`src/rtl/sram_ctrl_pkg.sv`:
```
`timescale 1ns/1ps
package sram_ctrl_pkg;

    typedef enum logic [2:0] {
        ST_IDLE,
        ST_READ,
        ST_TURN,
        ST_WPULSE,
        ST_WREC
    } ctrl_state_e;

    // Whole clock cycles that cover an interval, never fewer than one.
    function automatic int ns_to_cycles(input int ns, input int period_ns);
        int c;
        c = (ns + period_ns - 1) / period_ns;
        return (c < 1) ? 1 : c;
    endfunction

    function automatic int imax(input int a, input int b);
        return (a > b) ? a : b;
    endfunction

endpackage

```
`src/rtl/sram_bus_release.sv`:
```
`timescale 1ns/1ps
// Counts the cycles the memory needs to float its outputs after a read.
module sram_bus_release #(
    parameter int HOLD_CYC = 3,
    parameter int CNT_W    = 2
) (
    input  logic clk,
    input  logic rst_n,
    input  logic start_i,
    output logic free_o
);
    logic [CNT_W-1:0] cnt_d, cnt_q;

    always_comb begin
        cnt_d = cnt_q;
        if (start_i)
            cnt_d = CNT_W'(HOLD_CYC);
        else if (cnt_q != '0)
            cnt_d = cnt_q - CNT_W'(1);
    end

    always_ff @(posedge clk or negedge rst_n) begin
        if (!rst_n) cnt_q <= '0;
        else        cnt_q <= cnt_d;
    end

    // The edge that takes the count from 1 to 0 completes the interval,
    // so a drive starting at that edge is already safe.
    assign free_o = (cnt_q <= CNT_W'(1));
endmodule

```
`src/rtl/sram_rd_capture.sv`:
```
`timescale 1ns/1ps
// Holds the last word sensed from the memory and flags it for one clock.
module sram_rd_capture #(
    parameter int DATA_W = 8
) (
    input  logic              clk,
    input  logic              rst_n,
    input  logic              cap_i,
    input  logic [DATA_W-1:0] din_i,
    output logic [DATA_W-1:0] rdata_o,
    output logic              valid_o
);
    logic [DATA_W-1:0] data_d, data_q;
    logic              vld_d, vld_q;

    always_comb begin
        data_d = cap_i ? din_i : data_q;
        vld_d  = cap_i;
    end

    always_ff @(posedge clk or negedge rst_n) begin
        if (!rst_n) begin
            data_q <= '0;
            vld_q  <= 1'b0;
        end else begin
            data_q <= data_d;
            vld_q  <= vld_d;
        end
    end

    assign rdata_o = data_q;
    assign valid_o = vld_q;
endmodule

```
`src/rtl/sram_async_ctrl.sv`:
```
`timescale 1ns/1ps
module sram_async_ctrl
    import sram_ctrl_pkg::*;
#(
    parameter int ADDR_W        = 15,
    parameter int DATA_W        = 8,
    parameter int CLK_PERIOD_NS = 10,
    parameter int T_RC_NS       = 70,
    parameter int T_AA_NS       = 70,
    parameter int T_DOE_NS      = 35,
    parameter int T_WC_NS       = 70,
    parameter int T_PWE_NS      = 50,
    parameter int T_AW_NS       = 60,
    parameter int T_SD_NS       = 30,
    parameter int T_HZOE_NS     = 25
) (
    input  logic              clk,
    input  logic              rst_n,
    input  logic              req_valid,
    output logic              req_ready,
    input  logic              req_write,
    input  logic [ADDR_W-1:0] req_addr,
    input  logic [DATA_W-1:0] req_wdata,
    output logic [DATA_W-1:0] rsp_rdata,
    output logic              rsp_valid,
    output logic [ADDR_W-1:0] sram_addr,
    output logic              sram_ce_n,
    output logic              sram_we_n,
    output logic              sram_oe_n,
    output logic [DATA_W-1:0] sram_dq_out,
    input  logic [DATA_W-1:0] sram_dq_in,
    output logic              sram_dq_oe
);
    // Strobe intervals in whole clock cycles.
    localparam int N_RD   = imax(imax(ns_to_cycles(T_RC_NS, CLK_PERIOD_NS),
                                      ns_to_cycles(T_AA_NS, CLK_PERIOD_NS)),
                                 ns_to_cycles(T_DOE_NS, CLK_PERIOD_NS));
    localparam int N_WE   = imax(imax(ns_to_cycles(T_PWE_NS, CLK_PERIOD_NS),
                                      ns_to_cycles(T_AW_NS, CLK_PERIOD_NS)),
                                 ns_to_cycles(T_SD_NS, CLK_PERIOD_NS));
    localparam int N_WC   = imax(ns_to_cycles(T_WC_NS, CLK_PERIOD_NS), N_WE + 1);
    localparam int N_WREC = N_WC - N_WE;
    localparam int N_HZ   = ns_to_cycles(T_HZOE_NS, CLK_PERIOD_NS);
    localparam int CNT_MAX = imax(imax(N_RD, N_WE), N_WREC);
    localparam int CNT_W  = $clog2(CNT_MAX + 1);
    localparam int HZ_W   = $clog2(N_HZ + 1);

    typedef struct packed {
        ctrl_state_e       state;
        logic [CNT_W-1:0]  cnt;
        logic [ADDR_W-1:0] addr;
        logic [DATA_W-1:0] wdata;
        logic              ce_n;
        logic              we_n;
        logic              oe_n;
        logic              dq_oe;
    } ctrl_t;

    localparam ctrl_t CTRL_RST = '{
        state: ST_IDLE, cnt: '0, addr: '0, wdata: '0,
        ce_n: 1'b1, we_n: 1'b1, oe_n: 1'b1, dq_oe: 1'b0
    };

    ctrl_t cur_q, nxt_d;
    logic  rd_cap;
    logic  rel_start;
    logic  bus_free;

    sram_bus_release #(
        .HOLD_CYC (N_HZ),
        .CNT_W    (HZ_W)
    ) u_release (
        .clk     (clk),
        .rst_n   (rst_n),
        .start_i (rel_start),
        .free_o  (bus_free)
    );

    sram_rd_capture #(
        .DATA_W (DATA_W)
    ) u_capture (
        .clk     (clk),
        .rst_n   (rst_n),
        .cap_i   (rd_cap),
        .din_i   (sram_dq_in),
        .rdata_o (rsp_rdata),
        .valid_o (rsp_valid)
    );

    always_comb begin
        nxt_d     = cur_q;
        rd_cap    = 1'b0;
        rel_start = 1'b0;
        unique case (cur_q.state)
            ST_IDLE: begin
                if (req_valid) begin
                    nxt_d.addr  = req_addr;
                    nxt_d.wdata = req_wdata;
                    if (!req_write) begin
                        nxt_d.state = ST_READ;
                        nxt_d.ce_n  = 1'b0;
                        nxt_d.oe_n  = 1'b0;
                        nxt_d.cnt   = CNT_W'(N_RD - 1);
                    end else if (bus_free) begin
                        nxt_d.state = ST_WPULSE;
                        nxt_d.ce_n  = 1'b0;
                        nxt_d.we_n  = 1'b0;
                        nxt_d.dq_oe = 1'b1;
                        nxt_d.cnt   = CNT_W'(N_WE - 1);
                    end else begin
                        nxt_d.state = ST_TURN;
                    end
                end
            end
            ST_READ: begin
                if (cur_q.cnt == '0) begin
                    rd_cap      = 1'b1;
                    rel_start   = 1'b1;
                    nxt_d.ce_n  = 1'b1;
                    nxt_d.oe_n  = 1'b1;
                    nxt_d.state = ST_IDLE;
                end else begin
                    nxt_d.cnt = cur_q.cnt - CNT_W'(1);
                end
            end
            ST_TURN: begin
                // Strobes stay high until the memory has floated its outputs.
                if (bus_free) begin
                    nxt_d.state = ST_WPULSE;
                    nxt_d.ce_n  = 1'b0;
                    nxt_d.we_n  = 1'b0;
                    nxt_d.dq_oe = 1'b1;
                    nxt_d.cnt   = CNT_W'(N_WE - 1);
                end
            end
            ST_WPULSE: begin
                if (cur_q.cnt == '0) begin
                    // Both strobes end the write on one edge; data stays driven.
                    nxt_d.ce_n  = 1'b1;
                    nxt_d.we_n  = 1'b1;
                    nxt_d.cnt   = CNT_W'(N_WREC - 1);
                    nxt_d.state = ST_WREC;
                end else begin
                    nxt_d.cnt = cur_q.cnt - CNT_W'(1);
                end
            end
            ST_WREC: begin
                nxt_d.dq_oe = 1'b0;
                if (cur_q.cnt == '0)
                    nxt_d.state = ST_IDLE;
                else
                    nxt_d.cnt = cur_q.cnt - CNT_W'(1);
            end
            default: nxt_d = CTRL_RST;
        endcase
    end

    always_ff @(posedge clk or negedge rst_n) begin
        if (!rst_n) cur_q <= CTRL_RST;
        else        cur_q <= nxt_d;
    end

    assign req_ready   = (cur_q.state == ST_IDLE);
    assign sram_addr   = cur_q.addr;
    assign sram_ce_n   = cur_q.ce_n;
    assign sram_we_n   = cur_q.we_n;
    assign sram_oe_n   = cur_q.oe_n;
    assign sram_dq_out = cur_q.wdata;
    assign sram_dq_oe  = cur_q.dq_oe;
endmodule

```
`config.mk`:
```
export PLATFORM = sky130hd
export DESIGN_NAME = sram_async_ctrl
export DESIGN_NICKNAME = d
export VERILOG_FILES = /design/src/rtl/sram_ctrl_pkg.sv /design/src/rtl/sram_bus_release.sv /design/src/rtl/sram_rd_capture.sv /design/src/rtl/sram_async_ctrl.sv
export SDC_FILE = /design/constraint.sdc
export NUM_CORES = 1
export LEC_CHECK = 0
export CORE_MARGIN = 4
export CORE_UTILIZATION = 50
export DETAILED_ROUTE_END_ITERATION = 7
export PLACE_DENSITY = 0.86
export SLEW_MARGIN = 20
export SYNTH_ARGS = -nofsm -noshare
export SYNTH_HDL_FRONTEND = slang
export SYNTH_SLANG_ARGS = --single-unit
```
`constraint.sdc`:
```
create_clock -name clk -period 2.9 [get_ports clk]
set_input_delay 0.29 -clock clk [delete_from_list [all_inputs] [get_ports clk]]
set_output_delay 0.29 -clock clk [all_outputs]
set_load 0.05 [all_outputs]
```
Word level (Yosys, flattened, before mapping)
Index checks and enable logic that the tools add are counted.
- output and inout port bits: 37
- bits of input ports: 35
- logic and storage cells: 74
- bits in registers: 44
- add/sub/neg operators: 2
- eq/ne operators: 13
- reductions and logical operators: 15
- mux-type cells: 27
- bitwise gates (word level): 5
- magnitude comparators: 1
- operators with widths (cell ; number):
    23-bit case mux with 2 select lines ; 1
    33-bit 2-to-1 mux ; 1
    6-bit case mux with 4 select lines ; 1
    4-bit AND reduction ; 5
    3-bit 2-to-1 mux ; 5
    6-bit 2-to-1 mux ; 2
    2-bit != test (second input constant) ; 6
    1-bit 2-to-1 mux ; 9
    2-bit 2-to-1 mux ; 4
    3-bit by 2-bit == test with 1-bit output (second input constant) ; 2
    3-bit logical NOT ; 2
    1-bit case mux with 3 select lines ; 2
    1-bit inverter ; 5
    1-bit case mux with 5 select lines ; 1
    2-bit by 1-bit != test with 1-bit output (second input constant) ; 2
    1-bit case mux with 4 select lines ; 1
    2-bit nonzero test ; 2
    2-bit OR reduction ; 2
    4-bit OR reduction ; 1
    3-bit by 1-bit == test with 1-bit output (second input constant) ; 1
    3-bit == test (second input constant) ; 1
    3-bit by 2-bit != test with 1-bit output (second input constant) ; 1
    3-bit AND reduction ; 1
    3-bit OR reduction ; 1
    4 further kinds ; 4

Depth between registers and ports, before layout
- word-level depth: 5
- mapped depth: 7
- mapped depth without buffers: 6

Modules after synthesis
From an unflattened synthesis, not the netlist that was laid out.
- cell total of the unflattened synthesis: 232
- area total of the unflattened synthesis: 2275.9 sq um
- modules (own cells, without submodules) (module ; cells each ; sequential area each (sq um) ; area an instance (sq um) ; instances):
    sram_async_ctrl ; 203 ; 829.5 ; 1803.0 ; 1
    sram_rd_capture ; 18 ; 225.2 ; 356.6 ; 1
    sram_bus_release ; 11 ; 50.0 ; 116.4 ; 1

Least setup slack after synthesis
OpenSTA, ideal clock, no wires.
- kind: flip-flop to flip-flop
- start point: register cur_q[32] in the netlist's numbering
- end point: register cur_q (netlist bit sram_addr[0])
- setup time: 121 ps
- clock period less this slack: 1781 ps
- data arrival time: 1660 ps
- data required time: 2779 ps
- path slack: 1119 ps
- cell stages (with the launch flop): 8
- path buffers: 3
- cell sequence: dfrtp_1 -> buf_6 -> nor3_4 -> and2_1 -> buf_6 -> a21oi_4 -> buf_6 -> a22o_1
- elaborated cells on any way between the ends: 10
- those cells by class: 5 x eq/ne; 1 x mux; 1 x bitwise; 3 x reduce/logical
- RTL lines (element ; line ; source):
    start: declaration ; sram_async_ctrl.sv:64 ; ctrl_t cur_q, nxt_d;
    start signal: assignment ; sram_async_ctrl.sv:160 ; else cur_q <= nxt_d;
    3-bit logical NOT * ; n/a ;
    named net req_ready ; sram_async_ctrl.sv:20 ; output logic req_ready,
    2-bit != test (no line) ; n/a ;
    2-bit AND reduction (no line) ; n/a ;
The timed path passes the listed nets; every way through them passes the cells marked *.
A chain may end at the register's enable or synchronous reset.

Final worst setup path
- start point: register cur_q[32] in the netlist's numbering
- end point: output req_ready
- longest elaborated chain between the ends: 1
- ends and longest elaborated chain (element ; line ; source):
    3-bit logical NOT ; sram_async_ctrl.sv:163 ; assign req_ready = (cur_q.state == ST_IDLE);
    end: declaration ; sram_async_ctrl.sv:20 ;
No other way between the ends.

==> impl_metrics.csv <==
group,metric,value,unit
outcome,status,"completed",
yosys,netlist_area,2235,sq um
sta,fin_skew,0.002337,ns
worst_setup_path,path_cells,"nor3_4, clkdlybuf4s50_1",
cts,path_clk_slew,0.08,ns
power_and_ir_drop,ir_worst_vdd,0.8196,mV
worst_setup_path,critical_path_required,2.61,ns
route,final_antenna_net_count,0,
worst_setup_path,r2r_start,"cur_q[27]",
route,wl_per_cell,15.75,microns
yosys,syn_avg_cell_area,11.70,sq um
global_route,grt_pass1_wl,7396,microns
power_and_ir_drop,intPower,2.007,mW
route,first_pass_iters,4,
cts,cts_max_level,2,
sta,rsz0062_at_grt,"false",
route,drc,0,
sta,setup_viol,0,
placed_design,port_buffers,71,
sta,max_slew_margin,0.3675,
die,core_area,4354,sq um
global_route,gr-total-overflow,0,
placed_design,place_area,2734,sq um
power_and_ir_drop,seq_power_share,0.300,
cts,clockBufferDepth,2,
worst_setup_path,path_max_fanout,18,
sta,worst_slew_pin_slew,0.9488,ns
die,ios,72,
global_route,grtUsageTotal,0.1713,
worst_setup_path,reg2reg_slack,0.90,ns
yosys,synth_warnings,0,
power_and_ir_drop,power_switching,1.871,mW
cells_and_area,num_antenna_cells,0,
yosys,synth-seq-cells,44,
die,start_util,0.5132,
worst_setup_path,cp_slowest_cell,"clkdlybuf4s50_1",
cells_and_area,drive_gt1_frac,0.08898,
route,routed_wl,4537,microns
cells_and_area,area_growth_syn_to_layout,26.54,%
power_and_ir_drop,p_per_area,1371,nW/um^2
die,fp.dieH,74.85,microns
yosys,synth.distinct_cells,42,
cts,cts_tree,"built",
global_route,antenna_found_initial,0,
sta,maxSlewViolCount,0,
sta,layout_setup_ws,0.5954,ns
power_and_ir_drop,p_leak,1.252,nW
worst_setup_path,crit_type,"reg -> out",
placed_design,gp_congestion,0.8682,
sta,period_share,0.7947,
sta,hold_viol,0,
cells_and_area,final_nets,274,
cts,post_cts_resized,0,
die,rows,24,
placed_design,dpl_worst_slack,0.9029,ns
sta,tns,0,ns
route,drtIter0Drc,154,
cts,hold_buffers,0,
yosys,synthCells,191,
route,num_vias,1592,
yosys,syn-num-nets,230,
cts,clockRootBuffer,"clkbuf_8",
worst_setup_path,cpPeakStageDelay,0.83,ns
sta,fin_hold_ws,0.1453,ns
power_and_ir_drop,combPwrFrac,0.599,
worst_setup_path,startpoint,"cur_q[32]",
worst_setup_path,start_kind,"register",
global_route,grt_max_degree,45,
cts,clk_latency,0.29,ns
sta,period_minus_slack,2.305,ns
placed_design,dpl.hpwl,3232,microns
power_and_ir_drop,pwr-share-clk,0.101,
worst_setup_path,cp-end-kind,"output pin",
min_path,hold_class,"in -> async",
die,die-area,5603,sq um
global_route,grt_pass1_vias,1537,
route,avgViaCountPerCell,5.528,
cts,post_cts_buffers,0,
cts,cts_made_buffers,5,
cts,cts_sinks,44,
sta,max_freq,433.9,MHz
die,fp.dieW,74.85,microns
yosys,yosysSeqAreaShare,0.4944,
power_and_ir_drop,switching_share,0.4824,
run,timing.max_cap.violations,0,
worst_setup_path,arrival,2.01,ns
cells_and_area,final_area,2828,sq um
state kept, by name (all words and copies together), names as in the netlist:
name,count
u_release.cnt_q,2
u_capture.rdata_o,8
sram_dq_out,8
sram_we_n,1
sram_addr,15
sram_ce_n,1
sram_dq_oe,1
sram_oe_n,1
u_capture.valid_o,1
cur_q,6
routing by layer:
layer,share of wire,global-route usage
met1,0.44,0.2442
met2,0.47,0.2544
met3,0.086,0.05607
met4,0.0053,0.04150
met5,0,0
cells by family after synthesis:
logic type,count (synthesis),synth area share
flip-flops,44,0.4944
adder cells (fa/ha/maj),4,0.02240
XOR/XNOR,1,0.003920
AND/OR/NAND/NOR,36,0.09799
AO/OA/AOI/OAI,52,0.1943
buffers and inverters,45,0.1417
multiplexers,9,0.04535
synth_stat cells:
master,count,area share
a22o_1,23,0.090
o32ai_1,2,0.0078
o211ai_1,1,0.0034
o21ai_0,4,0.0090
nor2_1,9,0.015
buf_2,4,0.0090
nor3_4,1,0.0073
o31ai_1,1,0.0034
dfstp_2,3,0.035
ha_1,4,0.022
a21oi_1,6,0.013
inv_1,9,0.015
buf_4,24,0.081
o221a_1,1,0.0050
mux2_1,7,0.035
xor2_1,1,0.0039
mux2_2,2,0.010
and3b_1,2,0.0078
a2bb2oi_1,1,0.0039
dfrtp_1,41,0.46
nand2b_4,1,0.0062
a211o_1,2,0.0078
a21oi_4,1,0.0073
buf_6,7,0.035
nor4bb_1,2,0.0090
nand3_1,2,0.0045
inv_2,1,0.0017
nor2b_1,3,0.0084
o32ai_2,2,0.015
or2_1,2,0.0056
nor3_2,1,0.0045
nor3_1,2,0.0045
a311oi_1,1,0.0039
and4_1,1,0.0039
nand2_1,6,0.010
o21ai_1,1,0.0022
o22ai_1,1,0.0028
a41oi_1,1,0.0039
nand2b_1,3,0.0084
o211a_1,2,0.0090
and2_1,1,0.0028
a211oi_1,2,0.0067
metrics by stage:
stage                     std cells  utilization  total power, mW
after floorplan                 191            -            3.077
after global placement          280       0.6279            3.467
after detailed placement        280       0.6279            3.500
after CTS                       288       0.6494            3.909
after global routing            288       0.6494            4.126
final                           288       0.6494            3.878
worst max-delay path, delay by kind of cell (launching register included):
family,cells,cell delay (ns)
flops,1,0.60
buf+inv,1,0.83
simple gates,1,0.29
path summary, 6_finish.rpt:
| check | to | cells past startpoint |
|---|---|---|
| min in group clk | sram_oe_n | 2 |
| min reg2reg | sram_oe_n | 2 |
| max reg2reg | u_capture.rdata_o[2] | 6 |
| max in group asynchronous | sram_dq_out[2] | 1 |
| max | req_ready | 2 |
| min | sram_addr[12] | 1 |
layout make-up:
class / instances / area, sq um
Clock buffer: 7 / 86.33
Timing Repair Buffer: 72 / 713.2
Fill cell: 343 / 1526
Inverter: 10 / 37.54
Clock inverter: 1 / 7.507
Multi-Input combinational cell: 102 / 813.3
Sequential cell: 44 / 1105
Tap cell: 52 / 65.06
power groups by stage:
stage / clock (mW) / sequential (mW) / combinational, mW
final: 0.392 / 1.16 / 2.32
after global routing: 0.434 / 1.21 / 2.48
after CTS: 0.407 / 1.16 / 2.34
after detailed placement: 0 / 1.16 / 2.34
after global placement: 0 / 1.16 / 2.31
after floorplan: 0 / 1.37 / 1.70
placed cells by master, fill, tap and decap left out, types with 3 or more instances in the layout:
cell and count:
a22o_1 23, clkdlybuf4s50_1 70, clkbuf_8 6, a21oi_1 6
mux2_1 7, inv_1 9, nor2b_1 3, nand2_1 6
ha_1 4, o21ai_0 4, nand2b_1 3, dfstp_2 3
dfrtp_1 41, nor2_1 9
Power figures use the tool's default switching activity.
